[src/rtl/ebr_pkg.sv]
package ebr_pkg;
  typedef enum logic {ARB_OWNED = 1'b0, ARB_RELEASED = 1'b1} arb_state_t;

  // Latency reached once the count of consecutive low samples hits the minimum.
  function automatic logic latency_met(input int unsigned lows, input int unsigned min_lat);
    return lows >= min_lat;
  endfunction

  // Release ends on the sample that completes the run of high samples.
  function automatic logic exit_due(input int unsigned highs_before, input logic req_n_s,
                                    input int unsigned need);
    return req_n_s && ((highs_before + 1) >= need);
  endfunction
endpackage

[src/rtl/ebr_latency_timer.sv]
module ebr_latency_timer #(
  parameter int unsigned MIN_LAT = 3,
  localparam int unsigned CW = $clog2(MIN_LAT + 1)
) (
  input  logic clk,
  input  logic rst,
  input  logic advance,
  output logic met
);
  import ebr_pkg::*;

  logic [CW-1:0] lows;

  // Counts consecutive enabled low samples; any other sample clears it.
  always_ff @(posedge clk) begin
    if (rst || !advance) lows <= '0;
    else if (lows != CW'(MIN_LAT)) lows <= lows + 1'b1;
  end

  assign met = latency_met(32'(lows), MIN_LAT);
endmodule

[src/rtl/ebr_exit_filter.sv]
module ebr_exit_filter #(
  parameter int unsigned HIGH_N = 2,
  localparam int unsigned HW = $clog2(HIGH_N + 1)
) (
  input  logic clk,
  input  logic rst,
  input  logic active,
  input  logic req_n,
  output logic done
);
  import ebr_pkg::*;

  logic [HW-1:0] highs;

  // a low sample restarts the run of high samples.
  always_ff @(posedge clk) begin
    if (rst || !active) highs <= '0;
    else if (req_n) highs <= highs + 1'b1;
    else highs <= '0;
  end

  assign done = active && exit_due(32'(highs), req_n, HIGH_N);
endmodule

[src/rtl/ext_bus_release_arbiter.sv]
module ext_bus_release_arbiter #(
  parameter int unsigned MIN_LAT = 3,
  parameter int unsigned HIGH_N  = 2
) (
  input  logic clk,
  input  logic rst,
  input  logic rel_en,
  input  logic req_n,
  input  logic cyc_end,
  output logic ack_n,
  output logic pin_oe,
  output logic stall
);
  import ebr_pkg::*;

  arb_state_t state;
  logic       req_valid;   // enabled low sample while the bus is still owned
  logic       lat_met;     // enough prior low samples for a release
  logic       grant_now;   // release takes effect at this edge
  logic       exit_now;    // release ends at this edge

  assign req_valid = rel_en && !req_n && (state == ARB_OWNED);

  ebr_latency_timer #(.MIN_LAT(MIN_LAT)) u_timer (
    .clk(clk), .rst(rst), .advance(req_valid), .met(lat_met)
  );

  ebr_exit_filter #(.HIGH_N(HIGH_N)) u_exit (
    .clk(clk), .rst(rst), .active(state == ARB_RELEASED), .req_n(req_n), .done(exit_now)
  );

  // grant only at a cycle boundary once the latency is met.
  assign grant_now = req_valid && lat_met && cyc_end;

  always_ff @(posedge clk) begin
    if (rst) state <= ARB_OWNED;
    else if (grant_now) state <= ARB_RELEASED;
    else if (exit_now) state <= ARB_OWNED;
  end

  // all three outputs follow the one state bit, so they move together.
  assign ack_n  = (state != ARB_RELEASED);
  assign pin_oe = (state != ARB_RELEASED);
  assign stall  = (state == ARB_RELEASED);

  // with the enable off, an owned bus stays owned.
  a_r2_disabled_ignored: assert property (@(posedge clk) disable iff (rst)
    (ack_n && !rel_en) |=> ack_n);

  // a release begins only after a sampled cycle boundary.
  a_r3_boundary_only: assert property (@(posedge clk) disable iff (rst)
    $fell(ack_n) |-> $past(cyc_end));

  // a high sample while owned keeps the bus owned.
  a_r5_abort_on_high: assert property (@(posedge clk) disable iff (rst)
    (ack_n && req_n) |=> ack_n);

  // the request was seen low on the edges before the grant.
  if (MIN_LAT >= 3) begin : g_lat_check
    a_r4_min_latency: assert property (@(posedge clk) disable iff (rst)
      $fell(ack_n) |-> (!$past(req_n, 1) && !$past(req_n, 2) && !$past(req_n, 3)));
  end

  // the acknowledge returns only after two consecutive high samples.
  a_r7_two_high_exit: assert property (@(posedge clk) disable iff (rst)
    $rose(ack_n) |-> ($past(req_n, 1) && $past(req_n, 2)));

  // a low request during a release keeps the bus released.
  a_r9_hold_while_low: assert property (@(posedge clk) disable iff (rst)
    (!ack_n && !req_n) |=> !ack_n);
endmodule

[config.mk]
export PLATFORM = sky130hd
export DESIGN_NAME = ext_bus_release_arbiter
export DESIGN_NICKNAME = d
export VERILOG_FILES = /design/src/rtl/ebr_pkg.sv /design/src/rtl/ebr_latency_timer.sv /design/src/rtl/ebr_exit_filter.sv /design/src/rtl/ext_bus_release_arbiter.sv
export SDC_FILE = /design/constraint.sdc
export NUM_CORES = 1
export LEC_CHECK = 0
export ABC_CLOCK_PERIOD_IN_PS = 2750
export BUFFER_PORTS_ARGS = -buffer_cell sky130_fd_sc_hd__buf_4
export CORE_AREA = 2 2 39 41
export CTS_BUF_LIST = sky130_fd_sc_hd__clkbuf_4 sky130_fd_sc_hd__clkbuf_8
export DETAILED_ROUTE_END_ITERATION = 8
export DIE_AREA = 0 0 41 43
export PLACE_DENSITY = 0.36
export SLEW_MARGIN = 20
export SYNTH_ARGS = -nofsm -noshare
export SYNTH_HDL_FRONTEND = slang
export SYNTH_SLANG_ARGS = --single-unit
[constraint.sdc]
create_clock -name clk -period 2.75 [get_ports clk]
set_input_delay 0.55 -clock clk [delete_from_list [all_inputs] [get_ports clk]]
set_output_delay 0.55 -clock clk [all_outputs]
set_load 0.005 [all_outputs]
==> results of run 1 <==
## power breakdown
part | switching [uW] | internal (uW) | total, uW | leakage (uW)
Sequential | 0.481 | 73.5 | 74.0 | 0.0000404
Combinational | 2.81 | 5.43 | 8.25 | 0.0000853
Clock | 30.6 | 64.7 | 95.3 | 0.0000184
Total | 33.8 | 144 | 178 | 0.000144
## cells in the final DEF, fill, tap and decap left out
cell,instances
and3_1,2
buf_4,7
clkbuf_4,4
dfxtp_1,5
ha_1,2
inv_1,3
mux2i_1,1
nand2_1,1
nand2b_1,1
nor2_1,2
nor2b_1,1
o2bb2ai_2,1
or4b_4,1
xor2_1,1
## metal layers
metal / GRT usage / up-vias / part of all wire
li1: - / 92 / -
met1: 0.0545 / 81 / 0.35
met2: 0.0844 / 7 / 0.51
met3: 0.0785 / 0 / 0.13
met4: 0.0200 / 0 / 0
met5: 0 / - / 0
## through the flow
stage                     std cells  worst slack [ps]   util  total power (uW)
final                            48              1380  0.233               178
after global routing             48              1340  0.233               188
after CTS                        48              1370  0.233               182
after detailed placement         44              1360  0.212              83.7
after global placement           44              1360  0.212              83.4
after floorplan                  22              1510      -              78.0
## kinds of logic after synthesis
family | Yosys count | synth area share
compound gates | 1 | 0.0659
xor+xnor | 1 | 0.0385
fa+ha+maj | 2 | 0.110
buf+inv | 4 | 0.0824
flops | 5 | 0.440
mux | 1 | 0.0440
simple gates | 8 | 0.220
## how the worst max path moves through the flow
| stage | start | end | slack [ps] | cells after the start |
|---|---|---|---|---|
| final | stall$_SDFFE_PP0P_ | ack_n | 1380 | 2 |
| after global routing | stall$_SDFFE_PP0P_ | ack_n | 1340 | 2 |
| after CTS | stall$_SDFFE_PP0P_ | ack_n | 1370 | 2 |
| after global placement | req_n | stall$_SDFFE_PP0P_ | 1360 | 3 |
| after floorplan | req_n | stall$_SDFFE_PP0P_ | 1510 | 2 |
| after detailed placement | req_n | stall$_SDFFE_PP0P_ | 1360 | 3 |
## state kept, by name (all words and copies together), names as in the netlist
| register | cells |
|---|---|
| stall | 1 |
| u_exit.highs | 2 |
| u_timer.lows | 2 |
## layout make-up
type | instances | area, sq um | share of cell area
timing repair buffer | 7 | 52.6 | 0.163
clock buffer | 4 | 30.0 | 0.0930
multi-input combinational | 13 | 109 | 0.337
tap | 16 | 20.0 | 0.0620
inverter | 3 | 11.3 | 0.0349
sequential | 5 | 100 | 0.310
## Yosys cell counts
| cell | instances |
|---|---|
| and3_1 | 2 |
| o2bb2ai_2 | 1 |
| nor2_1 | 2 |
| nor2b_1 | 1 |
| buf_4 | 1 |
| inv_1 | 3 |
| ha_1 | 2 |
| nand2_1 | 1 |
| or4b_4 | 1 |
| nand2b_1 | 1 |
| mux2i_1 | 1 |
| dfxtp_1 | 5 |
| xor2_1 | 1 |
## worst min-delay path, delay by kind of cell, from the launching register on
family        cells  cell delay (ps)
flops             1              320
mux               1               70
simple gates      1               70
==> impl_metrics.py, run 1 <==
metrics = {
    "run_status": {
        "status": "completed",
    },
    "routing": {
        "wl_microns": 381,
        "route.detailed.drc": 0,
        "wire_per_inst_microns": 7.94,
        "vias_per_cell": 3.75,
        "detail-route-antenna-nets": 0,
        "drt_iter0_drc": 3,
        "dr.pass1.iters": 2,
        "vias": 180,
    },
    "die": {
        "ios": 8,
        "initial_core_util": 0.165,
        "dieArea_sq_um": 1760,
        "fp.dieW_microns": 41,
        "row_count": 14,
        "core_area_sq_um": 1380,
        "die_h_microns": 43,
    },
    "timing": {
        "slew_headroom": 0.841,
        "tightest_slew_ps": 238,
        "max_freq_mhz": 732,
        "setup_viol": 0,
        "slew_violations": 0,
        "period_share": 0.497,
        "hold_viol_final": 0,
        "whs_ps": 499,
        "rsz0062_at_grt": "false",
        "skew_ps": 5.54,
        "period_needed_ps": 1370,
        "finalSetupTns_ps": 0,
    },
    "setup_path": {
        "arrival_ps": 820,
        "crit_chain": "inv_1 > buf_4",
        "start_kind": "flip-flop",
        "r2r-end": "stall$_SDFFE_PP0P_",
        "worst-setup-path-type": "reg -> out",
        "crit_path_end_kind": "output port",
        "crit_buf_inv": 2,
        "critical_path.max_fanout": 4,
        "r2r_setup_slack_ps": 1680,
        "timing.rr.start": "stall$_SDFFE_PP0P_",
        "max_stage_delay_ps": 370,
        "required_ps": 2200,
        "path_delay_family": "flip-flops",
        "r2r_cells": 2,
        "critPathSlowestCell": "dfxtp_1",
    },
    "yosys": {
        "avgSynthCellArea_sq_um": 10.4,
        "yosysSeqAreaShare": 0.440,
        "synthCells": 22,
        "yosysTopAreaCellShare": 0.440,
        "syn_area_sq_um": 228,
        "yosysTopAreaCell": "dfxtp_1",
        "ys.warnings.count": 0,
        "synthTopCellsByArea": "dfxtp_1 (44%), ha_1 (11%), o2bb2ai_2 (6.6%)",
        "synth.ff_latch_count": 5,
        "synth_cell_types": 13,
        "syn_nets": 29,
    },
    "cts": {
        "cts.repair.resized": 0,
        "cts_setup_buffers": 0,
        "cts_hold_buf": 0,
        "h-tree-depth": 1,
        "cts_buffers": 3,
        "insertion_delay_ps": 240,
        "path_clk_slew_ps": 50,
        "cts_buffer_depth": 2,
        "cts_sinks": 5,
        "cts_tree": "built",
        "cts-root-buf": "clkbuf_4",
    },
    "power": {
        "power.leakage_uw": 0.000144,
        "ir_worst_vdd_mv": 0.257,
        "powerDensity_nw_per_um2": 550,
    },
    "global_routing": {
        "antenna_found_initial": 0,
        "grt_start_max_net_pins": 5,
        "grt_pass1_wl_microns": 669,
        "grt-ovfl-total": 0,
        "grt_pass1_vias": 173,
        "grtUsageTotal": 0.0622,
    },
    "placed_design": {
        "place_congestion": 0.703,
        "place_area_sq_um": 293,
        "port_buffers": 7,
    },
    "layout": {
        "design_area_sq_um": 323,
        "fin_nets": 40,
        "area_growth_pct": 41.8,
        "n_antenna_cell": 0,
        "drive_above_1_share": 0.406,
        "n_fill_cell": 151,
    },
    "run": {
        "maxCapViolations": 0,
    },
    "min_path": {
        "hold_path.class": "reg -> reg",
        "hold-path-endpoint": "u_timer.lows[1]$_SDFFE_PP0N_",
        "worstHoldPathCells": 2,
        "min_from": "u_timer.lows[1]$_SDFFE_PP0N_",
    },
}
Power figures use the tool's default switching activity.
==> run 2, diff against run 1 <==
--- a/config.mk
+++ b/config.mk
@@ -5,13 +5,14 @@
 export SDC_FILE = /design/constraint.sdc
 export NUM_CORES = 1
 export LEC_CHECK = 0
-export ABC_CLOCK_PERIOD_IN_PS = 2750
+export ABC_AREA = 1
+export ABC_CLOCK_PERIOD_IN_PS = 1400
 export BUFFER_PORTS_ARGS = -buffer_cell sky130_fd_sc_hd__buf_4
 export CORE_AREA = 2 2 39 41
 export CTS_BUF_LIST = sky130_fd_sc_hd__clkbuf_4 sky130_fd_sc_hd__clkbuf_8
 export DETAILED_ROUTE_END_ITERATION = 8
 export DIE_AREA = 0 0 41 43
-export PLACE_DENSITY = 0.36
+export PLACE_DENSITY = 0.38
 export SLEW_MARGIN = 20
 export SYNTH_ARGS = -nofsm -noshare
 export SYNTH_HDL_FRONTEND = slang
==> constraint.sdc (replaced) <==
create_clock -name clk -period 1.4 [get_ports clk]
set_input_delay 0.28 -clock clk [delete_from_list [all_inputs] [get_ports clk]]
set_output_delay 0.28 -clock clk [all_outputs]
set_load 0.005 [all_outputs]
==> run 2 against run 1 <==
Against the previous run:
- utilization increased by 2.3 points
- routed wire length increased by 6.0%
- sequential share of layout area decreased by 2.7 points
- flip-flop and latch count unchanged
- clock power increased by 92%
- hold slack got worse by 180 ps
- setup slack got worse by 1100 ps
- non-clock buffer count unchanged
- synthesized cell count increased by 73%
- power increased by 97%
- count of clock-buffer cells in the layout unchanged
- critical endpoint is now pin_oe
- largest cell class unchanged
==> impl_metrics.py, run 2 <==
metrics = {
    "min_path": {
        "min_from": "rst",
        "hold-path-endpoint": "stall$_SDFFE_PP0P_",
        "worstHoldPathCells": 4,
        "hold_path.class": "in -> reg",
    },
    "die": {
        "dieArea_sq_um": 1760,
        "die_h_microns": 43,
        "row_count": 14,
        "fp.dieW_microns": 41,
        "ios": 8,
        "core_area_sq_um": 1380,
        "initial_core_util": 0.187,
    },
    "power": {
        "switching_share": 0.191,
        "powerDensity_nw_per_um2": 988,
        "p_int_uw": 283,
        "power.leakage_uw": 0.000195,
        "seqPwrFrac": 0.416,
        "comb_power_share": 0.060,
        "switching_power_uw": 66.8,
        "power_uw": 350,
        "ir_worst_vdd_mv": 0.296,
        "p_clk_frac": 0.524,
    },
    "yosys": {
        "ys.warnings.count": 0,
        "synth_common_cells": "inv_1 (11), nor2_1 (8), nand2_1 (6), dfxtp_1 (5), nand3_1 (3)",
        "synth-simple-area-share": 0.329,
        "synth.most_common_cell": "inv_1",
        "synth_compound_area_frac": 0,
        "synth_edf_count": 0,
        "synthTopCellsByArea": "dfxtp_1 (39%), inv_1 (16%), nor2_1 (12%)",
        "synth.ff_latch_count": 5,
        "ys_dominant_reg_cell": "dfxtp_1",
        "async_flop_share": 0,
        "yosysSeqAreaShare": 0.386,
        "synth.area.mux_share": 0,
        "synth_xor_area_frac": 0,
        "yosysTopAreaCellShare": 0.386,
        "synth_fa_ha_area_frac": 0.0966,
        "syn_area_sq_um": 259,
        "yosysTopAreaCell": "dfxtp_1",
        "synthCells": 38,
        "avgSynthCellArea_sq_um": 6.82,
        "synth_cell_types": 9,
        "syn_nets": 45,
        "synth_top_family_by_area": "simple AND/OR/NAND/NOR gates",
    },
    "timing": {
        "period_needed_ps": 1120,
        "hold_viol_final": 0,
        "whs_ps": 317,
        "setup_viol": 0,
        "tightest_slew_ps": 171,
        "slew_headroom": 0.886,
        "slew_violations": 0,
        "max_freq_mhz": 893,
        "period_share": 0.800,
        "rsz0062_at_grt": "false",
        "finalSetupTns_ps": 0,
        "skew_ps": 1.22,
    },
    "setup_path": {
        "crit_start": "stall$_SDFFE_PP0P_",
        "start_kind": "flip-flop",
        "r2r_setup_slack_ps": 480,
        "arrival_ps": 840,
        "required_ps": 1120,
        "crit_path_end_kind": "output port",
        "crit_chain": "inv_1 > buf_4",
        "r2r_cells": 5,
        "timing.rr.start": "u_timer.lows[0]$_SDFFE_PP0N_",
        "critical_path.max_fanout": 5,
        "worst-setup-path-type": "reg -> out",
        "max_stage_delay_ps": 400,
        "r2r-end": "u_timer.lows[1]$_SDFFE_PP0N_",
        "critPathSlowestCell": "dfxtp_1",
    },
    "layout": {
        "area_growth_pct": 36.7,
        "n_antenna_cell": 0,
        "drive_above_1_share": 0.271,
        "fin_nets": 56,
        "final_common_cell": "inv_1",
        "layout_common_cells": "inv_1 (11), nor2_1 (8), buf_4 (7)",
        "n_fill_cell": 157,
    },
    "cts": {
        "cts_buffer_depth": 2,
        "path_clk_slew_ps": 40,
        "insertion_delay_ps": 240,
        "cts_sinks": 5,
        "h-tree-depth": 1,
        "cts_buffers": 3,
        "cts.repair.resized": 0,
        "cts_hold_buf": 0,
        "cts_setup_buffers": 0,
        "cts-root-buf": "clkbuf_4",
        "cts_tree": "built",
    },
    "routing": {
        "dr.pass1.iters": 2,
        "detail-route-antenna-nets": 0,
        "drt_iter0_drc": 1,
        "vias_per_cell": 3.38,
        "route.detailed.drc": 0,
        "wl_microns": 404,
        "vias": 216,
        "wire_per_inst_microns": 6.31,
    },
    "global_routing": {
        "grt-ovfl-total": 0,
        "grt_pass1_vias": 186,
        "antenna_found_initial": 0,
        "grt_start_max_net_pins": 6,
        "grt_pass1_wl_microns": 662,
        "grtUsageTotal": 0.0634,
    },
    "run": {
        "maxCapViolations": 0,
    },
    "placed_design": {
        "dp_hpwl_microns": 346,
        "place_congestion": 0.639,
        "port_buffers": 7,
    },
    "run_status": {
        "status": "completed",
    },
}
==> run 2: final cells by class <==
type / instances / area (sq um) / area share
Multi-Input combinational cell: 21 / 110 / 0.311
Sequential cell: 5 / 100 / 0.283
Timing Repair Buffer: 7 / 52.6 / 0.148
Inverter: 11 / 41.3 / 0.117
Clock buffer: 4 / 30.0 / 0.0848
Tap cell: 16 / 20.0 / 0.0565
==> run 2: kinds of logic after synthesis <==
group | Yosys count
buf+inv | 12
flops | 5
simple gates | 19
fa+ha+maj | 2
==> run 2: how the worst max path moves through the flow <==
stage	slack, ps	end	depth (start not counted)
global route	190	ack_n	2
detailed placement	480	u_timer.lows[1]$_SDFFE_PP0N_	5
floorplan	520	pin_oe	2
global placement	480	u_timer.lows[1]$_SDFFE_PP0N_	5
CTS	270	pin_oe	2
finish	280	pin_oe	2
==> run 2: metal layers <==
layer  wire length, microns  GRT usage  vias to the layer above
met1                    170     0.0615                       84
met4                      0      0.100                        0
met5                      0          0                        -
met3                     32     0.0314                        0
met2                    202     0.0719                        6
li1                       -          -                      126
==> run 2: power by group through the flow <==
stage	Sequential [uW]	Combinational, uW	Clock (uW)
2_1_floorplan	148	9.63	0
3_3_place_gp	148	21.5	0
3_5_place_dp	148	21.5	0
4_1_cts	145	21.5	194
5_1_grt	146	23.9	205
6_report	146	21.1	183
==> run 2: metrics by stage <==
| stage | worst slack (ps) | cells | cell area [sq um] | utilization |
|---|---|---|---|---|
| 3_5_place_dp | 481 | 60 | 324 | 0.234 |
| 2_1_floorplan | 522 | 38 | 259 | - |
| 5_1_grt | 193 | 64 | 354 | 0.256 |
| 3_3_place_gp | 483 | 60 | 324 | 0.234 |
| 4_1_cts | 268 | 64 | 354 | 0.256 |
| 6_report | 281 | 64 | 354 | 0.256 |
==> run 2: critical path, delay by kind of cell, from the launching register on <==
family,cells,cell delay (ps)
DFF,1,400
buffers and inverters,2,200
==> run 3, diff against run 2 <==
--- a/config.mk
+++ b/config.mk
@@ -6,13 +6,13 @@
 export NUM_CORES = 1
 export LEC_CHECK = 0
 export ABC_AREA = 1
-export ABC_CLOCK_PERIOD_IN_PS = 1400
+export ABC_CLOCK_PERIOD_IN_PS = 1000
 export BUFFER_PORTS_ARGS = -buffer_cell sky130_fd_sc_hd__buf_4
 export CORE_AREA = 2 2 39 41
 export CTS_BUF_LIST = sky130_fd_sc_hd__clkbuf_4 sky130_fd_sc_hd__clkbuf_8
 export DETAILED_ROUTE_END_ITERATION = 8
 export DIE_AREA = 0 0 41 43
-export PLACE_DENSITY = 0.38
+export PLACE_DENSITY = 0.4
 export SLEW_MARGIN = 20
 export SYNTH_ARGS = -nofsm -noshare
 export SYNTH_HDL_FRONTEND = slang
==> constraint.sdc (replaced) <==
create_clock -name clk -period 1 [get_ports clk]
set_input_delay 0.2 -clock clk [delete_from_list [all_inputs] [get_ports clk]]
set_output_delay 0.2 -clock clk [all_outputs]
set_load 0.005 [all_outputs]
==> run 3 against run 2 <==
Against the previous run:
- global-route usage decreased by 0.59 points
- setup slack got worse by 230 ps
- utilization increased by 1.3 points
- via count increased by 4.6%
- critical path depth unchanged
- final cell count unchanged
- power increased by 38%
- clock power increased by 37%
- die area unchanged
- final area increased by 4.9%
- sequential share of layout area about the same
- register-to-register slack got worse by 360 ps
==> impl_metrics.py, run 3 (synthesis gave the netlist of run 2 again) <==
metrics = {
    "global_routing": {
        "grt-ovfl-total": 0,
        "antenna_found_initial": 0,
        "grt_pass1_vias": 209,
        "grt_pass1_wl_microns": 641,
        "grt_start_max_net_pins": 6,
        "grtUsageTotal": 0.0575,
    },
    "power": {
        "ir_worst_vdd_mv": 0.336,
        "powerDensity_nw_per_um2": 1300,
        "power.leakage_uw": 0.000194,
        "power_uw": 483,
    },
    "routing": {
        "detail-route-antenna-nets": 0,
        "route.detailed.drc": 0,
        "vias_per_cell": 3.53,
        "wire_per_inst_microns": 5.89,
        "dr.pass1.iters": 1,
        "vias": 226,
        "drt_iter0_drc": 0,
        "wl_microns": 377,
    },
    "placed_design": {
        "place_congestion": 0.617,
        "pre_cts_ws_ps": 79.3,
        "dp.cells": 60,
        "dp_hpwl_microns": 337,
        "port_buffers": 7,
    },
    "cts": {
        "h-tree-depth": 1,
        "cts-root-buf": "clkbuf_4",
        "cts_buffers": 3,
        "cts_sinks": 5,
        "cts_setup_buffers": 0,
        "insertion_delay_ps": 230,
        "path_clk_slew_ps": 40,
        "cts_hold_buf": 0,
        "cts_buffer_depth": 2,
        "cts_tree": "built",
    },
    "layout": {
        "multi_input_area_sq_um": 123,
        "final_common_cell": "inv_1",
        "fin_nets": 56,
        "n_antenna_cell": 0,
        "drive_above_1_share": 0.354,
        "area_growth_pct": 43.5,
        "ff_latch_area_sq_um": 105,
        "n_fill_cell": 161,
        "layout_common_cells": "inv_1 (10), nor2_1 (8), buf_4 (7)",
        "final_cells": 64,
    },
    "setup_path": {
        "crit_path_end_kind": "output port",
        "critical_path.max_fanout": 5,
        "arrival_ps": 750,
        "required_ps": 800,
        "worst-setup-path-type": "reg -> out",
        "start_kind": "flip-flop",
    },
    "min_path": {
        "hold_path.class": "in -> reg",
    },
    "die": {
        "fp.dieW_microns": 41,
        "ios": 8,
        "core_area_sq_um": 1380,
        "row_count": 14,
        "dieArea_sq_um": 1760,
        "initial_core_util": 0.187,
        "die_h_microns": 43,
    },
    "timing": {
        "tightest_slew_ps": 123,
        "hold_viol_final": 0,
        "finalSetupTns_ps": 0,
        "setup_ws_ps": 47.3,
        "period_share": 0.953,
        "period_needed_ps": 953,
        "slew_violations": 0,
        "setup_viol": 0,
        "slew_headroom": 0.918,
        "skew_ps": 0.913,
        "max_freq_mhz": 1050,
        "rsz0062_at_grt": "false",
    },
    "run_status": {
        "status": "completed",
    },
    "run": {
        "maxCapViolations": 0,
    },
}
run 3: cell counts in the layout (fill, tap and decap cells not counted):
No cell type changed its count.
run 3: per-layer routing:
layer | vias to the layer above | track usage | share of wire
li1 | 126 | - | -
met1 | 94 | 0.0521 | 0.42
met2 | 6 | 0.0813 | 0.49
met3 | 0 | 0.0157 | 0.088
met4 | 0 | 0.0800 | 0
met5 | - | 0 | 0
run 3: power breakdown:
group	total (uW)	leakage, uW	switching [uW]	internal (uW)
registers	203	0.0000416	2.51	200
logic	30.1	0.000134	13.3	16.8
clock network	251	0.0000184	73.4	177
total	483	0.000194	89.2	394
run 3: worst paths after layout:
path / from / to / slack, ps / cells after the start
setup / recovery: stall$_SDFFE_PP0P_ / ack_n / 50 / 2
hold / removal: rst / stall$_SDFFE_PP0P_ / 230 / 4
setup reg to reg: u_timer.lows[1]$_SDFFE_PP0N_ / u_timer.lows[1]$_SDFFE_PP0N_ / 120 / 5
hold reg to reg: u_exit.highs[0]$_SDFF_PP0_ / u_exit.highs[0]$_SDFF_PP0_ / 410 / 1
run 3: per-stage QoR:
stage | hold slack (ps) | instance area [sq um] | utilization
2_1_floorplan | 358 | 259 | -
3_5_place_dp | 405 | 324 | 0.234
4_1_cts | 238 | 355 | 0.257
6_report | 234 | 372 | 0.269
5_1_grt | 258 | 372 | 0.269
3_3_place_gp | 414 | 324 | 0.234
run 3: cell type report:
class | count | area share
inverters | 11 | 0.111
well taps | 16 | 0.0539
multi-input cells | 21 | 0.330
clock buffers | 4 | 0.0808
flip-flops and latches | 5 | 0.283
repair buffers | 7 | 0.141
run 3: what timing repair did:
| item | in CTS | in global routing |
|---|---|---|
| pin swaps | 0 | 1 |
| setup endpoints to repair | 2 | 5 |
| endpoints found under the hold margin | 0 | 0 |
| resized for setup | 1 | 4 |
| gates cloned | 0 | 0 |
run 3: worst max-delay path: stages (launching register included):
cell     delay [ps]
dfxtp_4         360
inv_2            40
buf_4           120
